**src/rtl/an_chk_pkg.sv**
```systemverilog
package an_chk_pkg;
  localparam int WORD_W       = 16;
  localparam int LPI_OK_BIT   = 12;
  localparam int EXP_NWAY_BIT = 0;
  localparam int LPA_ACK_BIT  = 14;

  typedef enum logic [1:0] {
    ST_ARMED   = 2'd0,
    ST_WAIT_LO = 2'd1,
    ST_GAVE_UP = 2'd2
  } val_state_t;

  typedef struct packed {
    logic early;
    logic late;
  } fault_t;
endpackage

```
**src/rtl/an_fault_detect.sv**
```systemverilog
module an_fault_detect
  import an_chk_pkg::*;
#(
  parameter int W = WORD_W
) (
  input  logic [W-1:0] lpa_word,
  input  logic [W-1:0] exp_word,
  input  logic [W-1:0] lpi_word,
  output fault_t       fault,
  output logic         any_fault
);
  always_comb begin
    fault.late  = ~lpi_word[LPI_OK_BIT];
    fault.early = exp_word[EXP_NWAY_BIT] & ~lpa_word[LPA_ACK_BIT];
    any_fault   = fault.late | fault.early;
  end
endmodule

```
**src/rtl/an_retry_ctr.sv**
```systemverilog
module an_retry_ctr #(
  parameter int LIMIT = 6,
  localparam int CW = $clog2(LIMIT + 1)
) (
  input  logic clk,
  input  logic rst_n,
  input  logic clr,
  input  logic inc,
  output logic at_limit
);
  logic [CW-1:0] cnt;

  always_ff @(posedge clk) begin
    if (!rst_n || clr)
      cnt <= '0;
    else if (inc && !at_limit)
      cnt <= cnt + 1'b1;
  end

  assign at_limit = (cnt == CW'(LIMIT));
endmodule

```
**src/rtl/an_validator.sv**
```systemverilog
module an_validator
  import an_chk_pkg::*;
#(
  parameter int MAX_RETRIES = 6
) (
  input  logic              clk,
  input  logic              rst_n,
  input  logic              an_enable,
  input  logic              an_done,
  input  logic [WORD_W-1:0] lpa_word,
  input  logic [WORD_W-1:0] exp_word,
  input  logic [WORD_W-1:0] lpi_word,
  output logic              restart_req,
  output logic              status_ok,
  output logic              give_up
);
  val_state_t state, state_nx;
  fault_t     fault;
  logic       bad, at_limit, check, pass, fail;

  an_fault_detect #(.W(WORD_W)) u_detect (
    .lpa_word (lpa_word),
    .exp_word (exp_word),
    .lpi_word (lpi_word),
    .fault    (fault),
    .any_fault(bad)
  );

  assign check = an_enable && an_done && (state == ST_ARMED);
  assign pass  = check && !bad;
  assign fail  = check && bad;

  an_retry_ctr #(.LIMIT(MAX_RETRIES)) u_ctr (
    .clk     (clk),
    .rst_n   (rst_n),
    .clr     (!an_enable || pass),
    .inc     (fail),
    .at_limit(at_limit)
  );

  always_comb begin
    state_nx = state;
    if (!an_enable)
      state_nx = ST_ARMED;
    else begin
      unique case (state)
        ST_ARMED:   if (an_done) state_nx = (fail && at_limit) ? ST_GAVE_UP : ST_WAIT_LO;
        ST_WAIT_LO: if (!an_done) state_nx = ST_ARMED;
        default:    state_nx = ST_GAVE_UP;
      endcase
    end
  end

  always_ff @(posedge clk) begin
    if (!rst_n) begin
      state       <= ST_ARMED;
      restart_req <= 1'b0;
      status_ok   <= 1'b0;
    end else begin
      state       <= state_nx;
      restart_req <= fail && !at_limit;
      status_ok   <= !an_enable || pass;
    end
  end

  assign give_up = (state == ST_GAVE_UP);

  logic unused_fault;
  assign unused_fault = fault.early ^ fault.late;
endmodule

```
**config.mk**
```make
export PLATFORM = sky130hd
export DESIGN_NAME = an_validator
export DESIGN_NICKNAME = d
export VERILOG_FILES = /design/src/rtl/an_chk_pkg.sv /design/src/rtl/an_fault_detect.sv /design/src/rtl/an_retry_ctr.sv /design/src/rtl/an_validator.sv
export SDC_FILE = /design/constraint.sdc
export NUM_CORES = 1
export LEC_CHECK = 0
export CORE_MARGIN = 1
export CORE_UTILIZATION = 25
export DETAILED_ROUTE_END_ITERATION = 8
export DONT_BUFFER_PORTS = 1
export SLEW_MARGIN = 20
export SYNTH_ARGS = -nofsm -noshare
export SYNTH_HDL_FRONTEND = slang
export SYNTH_SLANG_ARGS = --single-unit
```
**constraint.sdc**
```tcl
create_clock -name clk -period 1.1 [get_ports clk]
set_input_delay 0.11 -clock clk [delete_from_list [all_inputs] [get_ports clk]]
set_output_delay 0.11 -clock clk [all_outputs]
set_load 0.02 [all_outputs]
```
==> flow_metrics.env <==
export IMPL_die_area_um2=1620
export IMPL_clock_skew_ps=1.42
export IMPL_io_pins=55
export IMPL_worstReg2RegStart="u_ctr.cnt[0]"
export IMPL_critPathMaxFanout=4
export IMPL_timing_hold_ws_ps=16.1
export IMPL_fin_area_um2=504
export IMPL_violations="negative setup slack"
export IMPL_place_area_um2=408
export IMPL_yosysWarningCount=0
export IMPL_antenna_found_initial=0
export IMPL_syn_area_um2=367
export IMPL_avgSynthCellArea_um2=8.94
export IMPL_worst_pin_slew_ps=338
export IMPL_timing_final_crit_share_pct=101
export IMPL_grt_usage_pct=12.6
export IMPL_p_per_area_nw_per_um2=1080
export IMPL_synthAdderAreaFrac_pct=6.83
export IMPL_reg2reg_slack_ps=-10
export IMPL_status="finished, violations left"
export IMPL_synth_xor_area_share_pct=0
export IMPL_syn2layout_area_growth_pct=37.5
export IMPL_die_x_um=40.3
export IMPL_numCtsBuffers=3
export IMPL_seq_area_um2=144
export IMPL_path_clk_slew_ps=50
export IMPL_syn_num_nets=95
export IMPL_fin_ws_ps=-11.1
export IMPL_grt_pass1_vias=294
export IMPL_cts_num_sinks=7
export IMPL_gp_congestion=0.800
export IMPL_viasPerCell=5.14
export IMPL_synth_top_family_by_area="compound AO/OA/AOI/OAI gates"
export IMPL_p_leak_nw=0.206
export IMPL_yosysUniqueCellTypes=22
export IMPL_dr_pass1_iters=4
export IMPL_fill_cells=143
export IMPL_cts_buffer_depth=2
export IMPL_portBuffers=0
export IMPL_start_kind="flop"
export IMPL_synthMuxAreaShare_pct=0
export IMPL_max_freq_mhz=900
export IMPL_cts_root_buffer="clkbuf_4"
export IMPL_wl_per_cell_um=12.6
export IMPL_drv_slew=0
export IMPL_arrival_ps=1250
export IMPL_finalSetupViolCount=1
export IMPL_crit_start="u_ctr.cnt[0]"
export IMPL_core_area_um2=1330
export IMPL_drive_gt1_share_pct=40.0
export IMPL_ys_ff_latch=7
export IMPL_num_antenna_cells=0
export IMPL_ir_drop_v=0.000728
export IMPL_drc=0
export IMPL_grt_max_degree=9
export IMPL_grt_pass1_wl_mm=1.21
export IMPL_worst_ep_required_time_ps=1230
export IMPL_cts_tree="built"
export IMPL_relSlewSlack_pct=77.4
export IMPL_netlist_instances=41
export IMPL_place_hpwl_um=624
export IMPL_yosys_area_share_simple_pct=18.1
export IMPL_clkLatencyLatePin_ps=250
export IMPL_std_cell_rows=13
export IMPL_finalPower_mw=0.544
export IMPL_fin_nets=105
export IMPL_crit_type="flop to flop"
export IMPL_drtIter0Drc=8
export IMPL_reg2regPathDepth=5
export IMPL_routed_wl_um=818
export IMPL_tns_ps=-11.1
export IMPL_finalCriticalPeriod_ps=1110
export IMPL_crit_end="u_ctr.cnt[0]"
export IMPL_num_vias=334
export IMPL_drv_cap=0
export IMPL_hold_violations=0
export IMPL_die_h_um=40.3
export IMPL_grt_overflow=0
export IMPL_holdCritPathClass="input port to flop"
export IMPL_yosysSeqAreaShare_pct=38.2
export IMPL_cts_max_level=1
export IMPL_ant_nets=0
export IMPL_multi_input_area_um2=243
export IMPL_pre_cts_slack_ps=-187
export IMPL_worstReg2RegEnd="u_ctr.cnt[0]"
export IMPL_rsz0062_at_grt="yes"
export IMPL_synth_compound_area_share_pct=27.6
export IMPL_worstSetupEndpointType="flop"
export IMPL_initial_core_util_pct=27.5
[worst max-delay path, cell delays in order, from the launching register on]
cell	delay [ps]
dfxtp_2	320
inv_2	60
ha_4	170
nand2_4	60
o211a_1	150
o221a_1	240
[cell type report]
class                      instances  share of cell area [%]
clock buffer                       4                    5.21
inverter                           6                    4.47
multi-input combinational         27                    48.1
sequential                         7                    28.5
tap                               15                    3.72
timing repair buffer               6                    9.93
[synth_stat cells, drive strengths merged]
| cell | n | area, um2 |
|---|---|---|
| nor2b | 1 | 6.26 |
| o21ai | 1 | 5.00 |
| a211oi | 1 | 7.51 |
| nand2b | 2 | 12.5 |
| a21boi | 1 | 7.51 |
| o211ai | 1 | 7.51 |
| ha | 2 | 25.0 |
| buf | 1 | 11.3 |
| a21oi | 4 | 20.0 |
| a31oi | 1 | 6.26 |
| and4bb | 1 | 12.5 |
| dfxtp | 7 | 140 |
| and2 | 1 | 7.51 |
| o221a | 1 | 11.3 |
| nand2 | 3 | 11.3 |
| o2111ai | 2 | 17.5 |
| nand3b | 1 | 7.51 |
| nand3 | 1 | 5.00 |
| a2111oi | 1 | 8.76 |
| o211a | 1 | 10.0 |
| nor2 | 1 | 3.75 |
| inv | 6 | 22.5 |
[cell usage in the layout (no fill, tap or decap), drive strengths merged, types with 2 or more instances in the layout]
master       n
inv          6
ha           2
o2111ai      2
nand2b       2
dlygate4sd3  2
nand2        3
clkbuf       4
buf          4
dfxtp        7
a21oi        4
[through the flow]
| stage | std cells | util (%) |
|---|---|---|
| 4_1_cts | 65 | 36.6 |
| 3_3_place_gp | 59 | 30.6 |
| 2_1_floorplan | 41 | - |
| 6_report | 65 | 37.8 |
| 3_5_place_dp | 59 | 30.6 |
| 5_1_grt | 65 | 37.8 |
[sequential cells by signal, indices dropped and copies added, names as in the netlist]
name / flops
u_ctr.cnt: 3
state: 2
restart_req: 1
status_ok: 1
[kinds of logic after synthesis]
kind of cell	Yosys count
adder cells (fa/ha/maj)	2
AND/OR/NAND/NOR	11
flip-flops	7
buffers and inverters	7
AO/OA/AOI/OAI	14
[where the power goes]
group          internal (mW)  switching (mW)  total [mW]  leakage (nW)
Sequential             0.260         0.00731       0.268        0.0585
Clock                  0.138          0.0890       0.227        0.0150
Combinational         0.0242          0.0251      0.0492         0.133
[how the worst min path moves through the flow]
stage	from	slack [ps]	end	cells past startpoint
4_1_cts	an_done	10	state[0]	2
5_1_grt	an_done	10	state[0]	2
3_3_place_gp	an_enable	220	status_ok	1
6_report	an_done	20	state[0]	2
2_1_floorplan	an_enable	220	status_ok	1
3_5_place_dp	rst_n	250	restart_req	1
[routing by layer]
metal / track usage, % / part of all wire (%) / vias to the layer above
li1: - / - / 166
met1: 14.1 / 40 / 159
met2: 18.5 / 54 / 9
met3: 8.33 / 6.4 / 0
met4: 5.00 / 0 / 0
met5: 0 / 0 / -
[timing repair]
action	CTS	global route
endpoints found under the setup margin	8	6
setup buffers	0	0
cloned	0	0
endpoints found under the hold margin	2	0
pin swaps	2	2
hold buffers	2	0
gates resized for setup	13	4
Note: power is estimated with default switching activity, not from simulation.
